==> src/rtl/txds_pkg.sv <==
package txds_pkg;
   localparam int unsigned TXS_W = 3;

   typedef enum logic [TXS_W-1:0] {
      TXS_IDLE  = 3'b000,
      TXS_FETCH = 3'b001,
      TXS_WAIT  = 3'b010,
      TXS_READ  = 3'b011,
      TXS_SUSP  = 3'b110,
      TXS_CLOSE = 3'b111
   } txs_e;

   typedef struct packed {
      logic done;
      logic unavail;
      logic stopped;
   } txs_evt_t;
endpackage

==> src/rtl/txds_stop_latch.sv <==
module txds_stop_latch (
   input  logic clk,
   input  logic rst_n,
   input  logic stop_i,
   input  logic idle_i,
   input  logic enter_idle_i,
   output logic stop_eff_o
);
   logic pend_q;

   always_ff @(posedge clk or negedge rst_n) begin
      if (!rst_n)                     pend_q <= 1'b0;
      else if (idle_i || enter_idle_i) pend_q <= 1'b0;
      else if (stop_i)                pend_q <= 1'b1;
   end

   assign stop_eff_o = pend_q | (stop_i & ~idle_i);

   AST_STOP_HELD: assert property (@(posedge clk) disable iff (!rst_n)
      (stop_i && !idle_i && !enter_idle_i) |=> pend_q);
endmodule

==> src/rtl/txds_fsm.sv <==
module txds_fsm
   import txds_pkg::*;
(
   input  logic             clk,
   input  logic             rst_n,
   input  logic             start_i,
   input  logic             stop_i,
   input  logic             stop_eff_i,
   input  logic             poll_i,
   input  logic             desc_gnt_i,
   input  logic             desc_own_i,
   input  logic             data_gnt_i,
   input  logic             eot_i,
   input  logic             wb_gnt_i,
   output txs_e             state_o,
   output logic             enter_idle_o,
   output txs_evt_t         fire_o,
   output logic             desc_req_o,
   output logic             data_req_o,
   output logic             wb_req_o
);
   txs_e state_q, nxt;

   always_comb begin
      nxt = state_q;
      unique case (state_q)
         TXS_IDLE:  if (start_i && !stop_i) nxt = TXS_FETCH;
         TXS_FETCH: if (desc_gnt_i) begin
                       if (stop_eff_i)      nxt = TXS_IDLE;
                       else if (desc_own_i) nxt = TXS_READ;
                       else                 nxt = TXS_SUSP;
                    end
         TXS_READ:  if (data_gnt_i) nxt = TXS_WAIT;
         TXS_WAIT:  if (eot_i)      nxt = TXS_CLOSE;
         TXS_CLOSE: if (wb_gnt_i)   nxt = stop_eff_i ? TXS_IDLE : TXS_FETCH;
         TXS_SUSP:  if (stop_eff_i) nxt = TXS_IDLE;
                    else if (poll_i) nxt = TXS_FETCH;
         default:   nxt = TXS_IDLE;
      endcase
   end

   always_ff @(posedge clk or negedge rst_n) begin
      if (!rst_n) state_q <= TXS_IDLE;
      else        state_q <= nxt;
   end

   assign enter_idle_o   = (nxt == TXS_IDLE) && (state_q != TXS_IDLE);
   assign fire_o.done    = (state_q == TXS_CLOSE) && wb_gnt_i;
   assign fire_o.unavail = (state_q == TXS_FETCH) && (nxt == TXS_SUSP);
   assign fire_o.stopped = enter_idle_o;
   assign desc_req_o     = (state_q == TXS_FETCH);
   assign data_req_o     = (state_q == TXS_READ);
   assign wb_req_o       = (state_q == TXS_CLOSE);
   assign state_o        = state_q;

   AST_FETCH_HOLD: assert property (@(posedge clk) disable iff (!rst_n)
      (state_q == TXS_FETCH && !desc_gnt_i) |=> state_q == TXS_FETCH);
   AST_READ_HOLD: assert property (@(posedge clk) disable iff (!rst_n)
      (state_q == TXS_READ && !data_gnt_i) |=> state_q == TXS_READ);
   AST_WAIT_EOT: assert property (@(posedge clk) disable iff (!rst_n)
      (state_q == TXS_WAIT && !eot_i) |=> state_q == TXS_WAIT);
   AST_SUSP_SRC: assert property (@(posedge clk) disable iff (!rst_n)
      (state_q == TXS_SUSP && $past(state_q) != TXS_SUSP) |-> $past(state_q) == TXS_FETCH);
   AST_SUSP_STOP: assert property (@(posedge clk) disable iff (!rst_n)
      (state_q == TXS_SUSP && stop_i) |=> state_q == TXS_IDLE);
endmodule

==> src/rtl/txds_evt.sv <==
module txds_evt
   import txds_pkg::*;
#(
   parameter bit EVT_REG = 1'b1
) (
   input  logic     clk,
   input  logic     rst_n,
   input  txs_evt_t fire_i,
   output txs_evt_t evt_o
);
   generate
      if (EVT_REG) begin : g_reg
         txs_evt_t evt_q;
         always_ff @(posedge clk or negedge rst_n) begin
            if (!rst_n) evt_q <= '0;
            else        evt_q <= fire_i;
         end
         assign evt_o = evt_q;
         AST_DONE_ONE: assert property (@(posedge clk) disable iff (!rst_n)
            evt_q.done |=> !evt_q.done);
      end else begin : g_comb
         assign evt_o = fire_i;
      end
   endgenerate
endmodule

==> src/rtl/tx_desc_seq.sv <==
module tx_desc_seq
   import txds_pkg::*;
#(
   parameter int unsigned STATE_W = 3,
   parameter bit          EVT_REG = 1'b1
) (
   input  logic               clk,
   input  logic               rst_n,
   input  logic               start_i,
   input  logic               stop_i,
   input  logic               poll_i,
   output logic               desc_req_o,
   input  logic               desc_gnt_i,
   input  logic               desc_own_i,
   output logic               data_req_o,
   input  logic               data_gnt_i,
   input  logic               eot_i,
   output logic               wb_req_o,
   input  logic               wb_gnt_i,
   output logic [STATE_W-1:0] state_o,
   output logic               evt_done_o,
   output logic               evt_unavail_o,
   output logic               evt_stopped_o
);
   localparam bit STATE_W_OK = (STATE_W == TXS_W);

   generate
      if (!STATE_W_OK) begin : g_bad_w
         $error("tx_desc_seq: STATE_W must equal the package code width");
      end
   endgenerate

   txs_e     state;
   txs_evt_t fire, evt;
   logic     stop_eff, enter_idle;

   txds_stop_latch u_stop (
      .clk          (clk),
      .rst_n        (rst_n),
      .stop_i       (stop_i),
      .idle_i       (state == TXS_IDLE),
      .enter_idle_i (enter_idle),
      .stop_eff_o   (stop_eff)
   );

   txds_fsm u_fsm (
      .clk          (clk),
      .rst_n        (rst_n),
      .start_i      (start_i),
      .stop_i       (stop_i),
      .stop_eff_i   (stop_eff),
      .poll_i       (poll_i),
      .desc_gnt_i   (desc_gnt_i),
      .desc_own_i   (desc_own_i),
      .data_gnt_i   (data_gnt_i),
      .eot_i        (eot_i),
      .wb_gnt_i     (wb_gnt_i),
      .state_o      (state),
      .enter_idle_o (enter_idle),
      .fire_o       (fire),
      .desc_req_o   (desc_req_o),
      .data_req_o   (data_req_o),
      .wb_req_o     (wb_req_o)
   );

   txds_evt #(.EVT_REG(EVT_REG)) u_evt (
      .clk    (clk),
      .rst_n  (rst_n),
      .fire_i (fire),
      .evt_o  (evt)
   );

   assign state_o       = STATE_W'(state);
   assign evt_done_o    = evt.done;
   assign evt_unavail_o = evt.unavail;
   assign evt_stopped_o = evt.stopped;

   AST_NO_RSVD: assert property (@(posedge clk) disable iff (!rst_n)
      state_o[2:1] != 2'b10);
   AST_REQ_EXCL: assert property (@(posedge clk) disable iff (!rst_n)
      $onehot0({desc_req_o, data_req_o, wb_req_o}));
   generate
      if (EVT_REG) begin : g_evt_chk
         AST_DONE_SRC: assert property (@(posedge clk) disable iff (!rst_n)
            evt_done_o |-> $past(wb_req_o && wb_gnt_i));
         AST_STOP_ENTRY: assert property (@(posedge clk) disable iff (!rst_n)
            (state_o == 3'b000 && $past(state_o) != 3'b000) |-> evt_stopped_o);
         AST_UNAV_SUSP: assert property (@(posedge clk) disable iff (!rst_n)
            evt_unavail_o |-> state_o == 3'b110);
      end
   endgenerate
endmodule

==> config.mk <==
export PLATFORM = sky130hd
export DESIGN_NAME = tx_desc_seq
export DESIGN_NICKNAME = d
export VERILOG_FILES = /design/src/rtl/txds_pkg.sv /design/src/rtl/txds_stop_latch.sv /design/src/rtl/txds_fsm.sv /design/src/rtl/txds_evt.sv /design/src/rtl/tx_desc_seq.sv
export SDC_FILE = /design/constraint.sdc
export NUM_CORES = 1
export LEC_CHECK = 0
export ABC_AREA = 1
export BUFFER_PORTS_ARGS = -buffer_cell sky130_fd_sc_hd__buf_2
export CORE_AREA = 10 10 47 49
export DETAILED_ROUTE_END_ITERATION = 10
export DIE_AREA = 0 0 57 59
export PLACE_DENSITY = 0.68
export SLEW_MARGIN = 20
export SYNTH_ARGS = -nofsm -noshare
export SYNTH_HDL_FRONTEND = slang
export SYNTH_SLANG_ARGS = --single-unit
==> constraint.sdc <==
create_clock -name clk -period 1.8 [get_ports clk]
set_clock_uncertainty 0.05 [all_clocks]
set_input_delay 0.36 -clock clk [delete_from_list [all_inputs] [get_ports clk]]
set_output_delay 0.36 -clock clk [all_outputs]
set_load 0.03 [all_outputs]
Word level (Yosys, flattened, before mapping)
Cells that the tools add are included.

word-level totals
  input port bits = 10
  output and inout port bits = 9
  bits in registers = 7

operators by class
  bitwise gates (word level) = 3
  multiplexer cells = 13
  eq/ne operators = 6
  reduce and logical (&&, ||, !) cells = 10

operators by type and width
  cell                                                                   number
  3-bit 2-to-1 mux                                                       9
  3-bit case mux with 6 select lines                                     1
  3-bit equality test, second input constant                             3
  3-bit by 2-bit equality test with 1-bit output, second input constant  2
  3-bit zero test                                                        2
  1-bit logical AND                                                      4
  3-bit by 1-bit equality test with 1-bit output, second input constant  1
  1-bit 2-to-1 mux                                                       3
  3-bit nonzero test                                                     1
  2-bit nonzero test                                                     1
  1-bit AND                                                              1
  1-bit zero test                                                        1
  1-bit logical OR                                                       1
  1-bit inverter                                                         1
  1-bit bitwise OR                                                       1

Depth between registers and ports, before layout
  depth in word-level cells = 11
  depth in mapped cells = 10
  gate-level depth less buffers = 9

Hierarchy
A second synthesis with hierarchy kept.

second synthesis, totals
  cell total of the unflattened synthesis = 70
  area total of the unflattened synthesis = 460.4 µm²

by module, submodules not included
  module           cells each  area each (µm²)  seq. area each (µm²)  times used
  txds_fsm         54          312.8            75.1                  1
  txds_evt         3           75.1             75.1                  1
  txds_stop_latch  9           55.1             25.0                  1
  tx_desc_seq      4           17.5             0.0                   1

Worst setup path before layout
OpenSTA, ideal clock, no wires.

  path type = reg2reg
  start = reg u_fsm.state_q[1] (netlist: u_fsm.state_o[1])
  end = reg u_evt.g_reg.evt_q, in the netlist u_evt.evt_o[0]
  cell stages (with the launch flop) = 11
  setup slack = 0.158 ns
  data required time = 1.636 ns
  clock period less this slack = 1.642 ns
  data arrival time = 1.479 ns
  path through = dfrtp_1 buf_4 nand2_2 nor2_2 nand2_1 nand2_1 nor2_1 nand2_1 nor2_1 nand2_1 nor2_2

on the way
  elaborated cells between the ends (all ways) = 22
  those cells by class = eq/ne: 5; mux: 10; bitwise: 3; reduce/logical: 4

RTL lines
  what                                            line               text
  start, declared                                 txds_fsm.sv:22     txs_e state_q, nxt;
  start signal, assigned                          txds_fsm.sv:44     else state_q <= nxt;
  3-bit by 2-bit equality test with 1-bit output  n/a
  via data_req_o                                  tx_desc_seq.sv:15  output logic data_req_o,
  3-bit case mux with 6 select lines              txds_fsm.sv:26     unique case (state_q)
  3-bit zero test                                 txds_fsm.sv:47     assign enter_idle_o = (nxt == TXS_IDLE) && (state_q != TXS_IDLE);
  1-bit logical AND                               txds_fsm.sv:47
  via enter_idle                                  tx_desc_seq.sv:35  logic stop_eff, enter_idle;
  end signal, assigned                            txds_evt.sv:16     else evt_q <= fire_i;
  end, declared                                   txds_evt.sv:13     txs_evt_t evt_q;

The timed path passes the listed nets, and every way through them passes these cells.
A chain may end at the register's enable or synchronous reset.

Worst setup path after layout
  start = reg u_fsm.state_q[2] (netlist: u_fsm.state_o[2])
  end = out desc_req_o

on the way
  longest elaborated chain between the ends = 1

ends and longest elaborated chain
  what                                            line               text
  3-bit by 1-bit equality test with 1-bit output  txds_fsm.sv:51     assign desc_req_o = (state_q == TXS_FETCH);
  end, declared                                   tx_desc_seq.sv:12  output logic desc_req_o,

Every way passes these cells.

==> summary.txt <==
Synthesis
  • Netlist cell types: 16
  • Mapped Cells: 80
  • Syn nets: 90
  • Sequential area share after synthesis: 31.6%
  • Mapped Avg Cell Area: a little under 7 um2
  • Flops & latches, synth: 7
  • Mapped Area: between 500 and 600 um2
  • Synth warn: 0

Layout
  • Ant diodes: 0
  • Final instance area: 683 um2
  • Final Non-Filler Cells: 117
  • Area growth syn-to-layout: 23.3%
  • Util after Layout: between 40% and 50%
  • Layout cells sized above 1: about two fifths
  • Fillers: 160
  • Fin nets: 112

Power and ir drop
  • Total power: approximately 1.1 mW
  • PD cells: roughly 1600 nW/um2
  • Worst VDD drop: 0.000820 V
  • Leak Pwr: 0.431 nW

Timing
  • Worst slew pin tran: 0.318 ns
  • Crit path time final: approximately 1.7 ns
  • Final setup violation count: 0
  • Final Max Tran Viols: 0
  • Rel. slew slack: around four fifths
  • WHS: 0.355 ns
  • RSZ-0062 raised after global routing: false
  • Fin. Hold Viols: 0
  • Post-route clock period utilization: between 90 and 100%
  • Setup TNS: 0 ns
  • Max Freq: 0.584 GHz
  • Final worst slack: approximately 0.088 ns

Route
  • Via count: approximately 540
  • Drt wl/cell: 11.2 um
  • Post-route ant nets: 0
  • Drt first pass iters: 4
  • Via density per instance: roughly 4.6
  • Final wirelength: 1320 um
  • Remaining DRCs: 0
  • Detailed Route Iter0 Violations: 13

Job
  • Max-cap violations: 0

Global route
  • Total GRT Usage: ~7.5%
  • Vias in the first global route: 520
  • Largest net degree at the start of global routing: 12
  • Initial antenna violation count: 0
  • Grt ovf: 0
  • First-pass GRT wire length: between 2000 and 2500 um

Placement
  • DP HPWL: 1130 um
  • Placed cells: about 110
  • Gpl congestion: approximately 0.83
  • Dpl cell area: ~650 um2
  • DP Worst Slack: 0.324 ns
  • Port buffer count: 18

Die
  • Core footprint: between 1000 and 1500 um2
  • Core Rows: 14
  • Chip width: between 50 and 60 um
  • Full die area: between 3000 and 4000 um2
  • Initial Util: about two fifths
  • Die H: just under 60 um
  • # IOs: 19

Critical path
  • FF-to-FF path depth: 8
  • Crit path DAT: ~1.3 ns
  • Worst path max stage delay: ~0.49 ns
  • Max FO, Critical Path: 9
  • WS Path Type: flip-flop to primary output
  • Buf+Inv Stages, Crit Path: 3
  • Crit. End Element: primary output
  • CP max-delay cell: dfrtp_1
  • Critical path required time: 1.39 ns
  • Crit-path cells: inv_1 > nand3_1 > inv_2 > buf_2
  • Crit start category: flip-flop
  • Reg-to-Reg End: u_evt.evt_o[0]
  • Critical register-to-register path startpoint: u_fsm.state_o[0]
  • Internal reg-to-reg setup slack: ~0.4 ns
  • Delay-heaviest family, CP: flip-flops

Clock network
  • Clock slew at reported path FFs: roughly 0.050 ns
  • Clk_lat worst skew: between 0.2 and 0.3 ns
  • CTS buffer count: 3
  • CTS Sinks: 7
  • CTS Buffer Depth: 2
  • CTS root buf: clkbuf_4
  • TritonCTS clock tree: built
  • Clock H-tree levels: 1
  • Number of setup buffers added after CTS: 0

Status
  • Status: complete, no violations

Min path
  • Hold path cells: 3
  • Worst hold-check path type: input port to flip-flop
  • Hold Path Origin: wb_gnt_i
  • Hold Path End: u_evt.evt_o[2]
worst max-delay path by stage:
stage / slack [ns] / cells after the start / from / to
6_report: 0.09 / 4 / u_fsm.state_o[2] / desc_req_o
3_5_place_dp: 0.32 / 4 / u_fsm.state_o[1] / desc_req_o
2_1_floorplan: 0.16 / 10 / u_fsm.state_o[1] / u_evt.evt_o[0]
4_1_cts: 0.05 / 4 / u_fsm.state_o[1] / desc_req_o
5_1_grt: 0.007 / 4 / u_fsm.state_o[2] / desc_req_o
3_3_place_gp: 0.34 / 4 / u_fsm.state_o[1] / desc_req_o
layer usage:
| metal | GRT usage, % | wire length, um |
|---|---|---|
| met5 | 0 | 0 |
| met4 | 3.02 | 0 |
| met3 | 2.58 | 66 |
| met2 | 13.2 | 670 |
| met1 | 7.97 | 580 |
Yosys cell counts (all sizes together):
library cell  number  area share, %
inv               18             12
nand4              3            3.4
nand2             18             14
o21ai              1            1.6
a21oi              2            1.8
nor2              16             14
nand3             13             18
dfrtp              7             32
buf                2            3.4
sequential cells by signal (all words and copies together) (netlist names):
| register | cells |
|---|---|
| u_fsm.state_o | 3 |
| u_stop.pend_q | 1 |
| u_evt.evt_o | 3 |
worst reg2reg max path, stage by stage, from the launching register on:
cell and delay (ns):
dfrtp_1 0.48, nor2_2 0.24, nand3_2 0.13, nand2_4 0.11, nand3_4 0.07, inv_1 0.08, nor2_1 0.05, nand2_1 0.07
nor2_2 0.03
power breakdown:
part	leakage [nW]	total [mW]	switching [mW]	internal [mW]
clock network	0.0150	0.140	0.0557	0.0844
logic	0.325	0.682	0.463	0.219
registers	0.0909	0.299	0.0871	0.211
final cells by class:
class / instances / area [um2] / share of cell area (%)
well taps: 16 / 20.0 / 2.93
repair buffers: 19 / 100 / 14.7
multi-input cells: 53 / 293 / 42.9
clock buffers: 4 / 26.3 / 3.85
flip-flops and latches: 7 / 176 / 25.8
inverters: 18 / 67.6 / 9.89
layout by cell type (no fill, tap or decap):
master	count
buf_2	18
inv_1	15
nand2_1	15
nor2_1	9
nand3_1	8
nor2_2	7
dfrtp_1	6
nand3_2	4
inv_2	3
nand4_1	3
clkbuf_4	3
nand2_2	2
a21oi_1	2
nand2_4	1
nand3_4	1
o21ai_2	1
clkbuf_1	1
dlygate4sd3_1	1
dfrtp_2	1
timing repair:
action,in CTS,in global routing
hold endpoints to repair,7,0
hold buffers,1,0
endpoints found under the setup margin,0,1
gates resized for setup,0,1
cells by family (layout without fill, tap and decap cells):
group / Yosys count / count (layout) / synth area share (%)
compound gates: 3 / 3 / 3.39
flops: 7 / 7 / 31.6
simple gates: 50 / 50 / 49.4
buf+inv: 20 / 41 / 15.6
(Power assumes the default switching activity.)
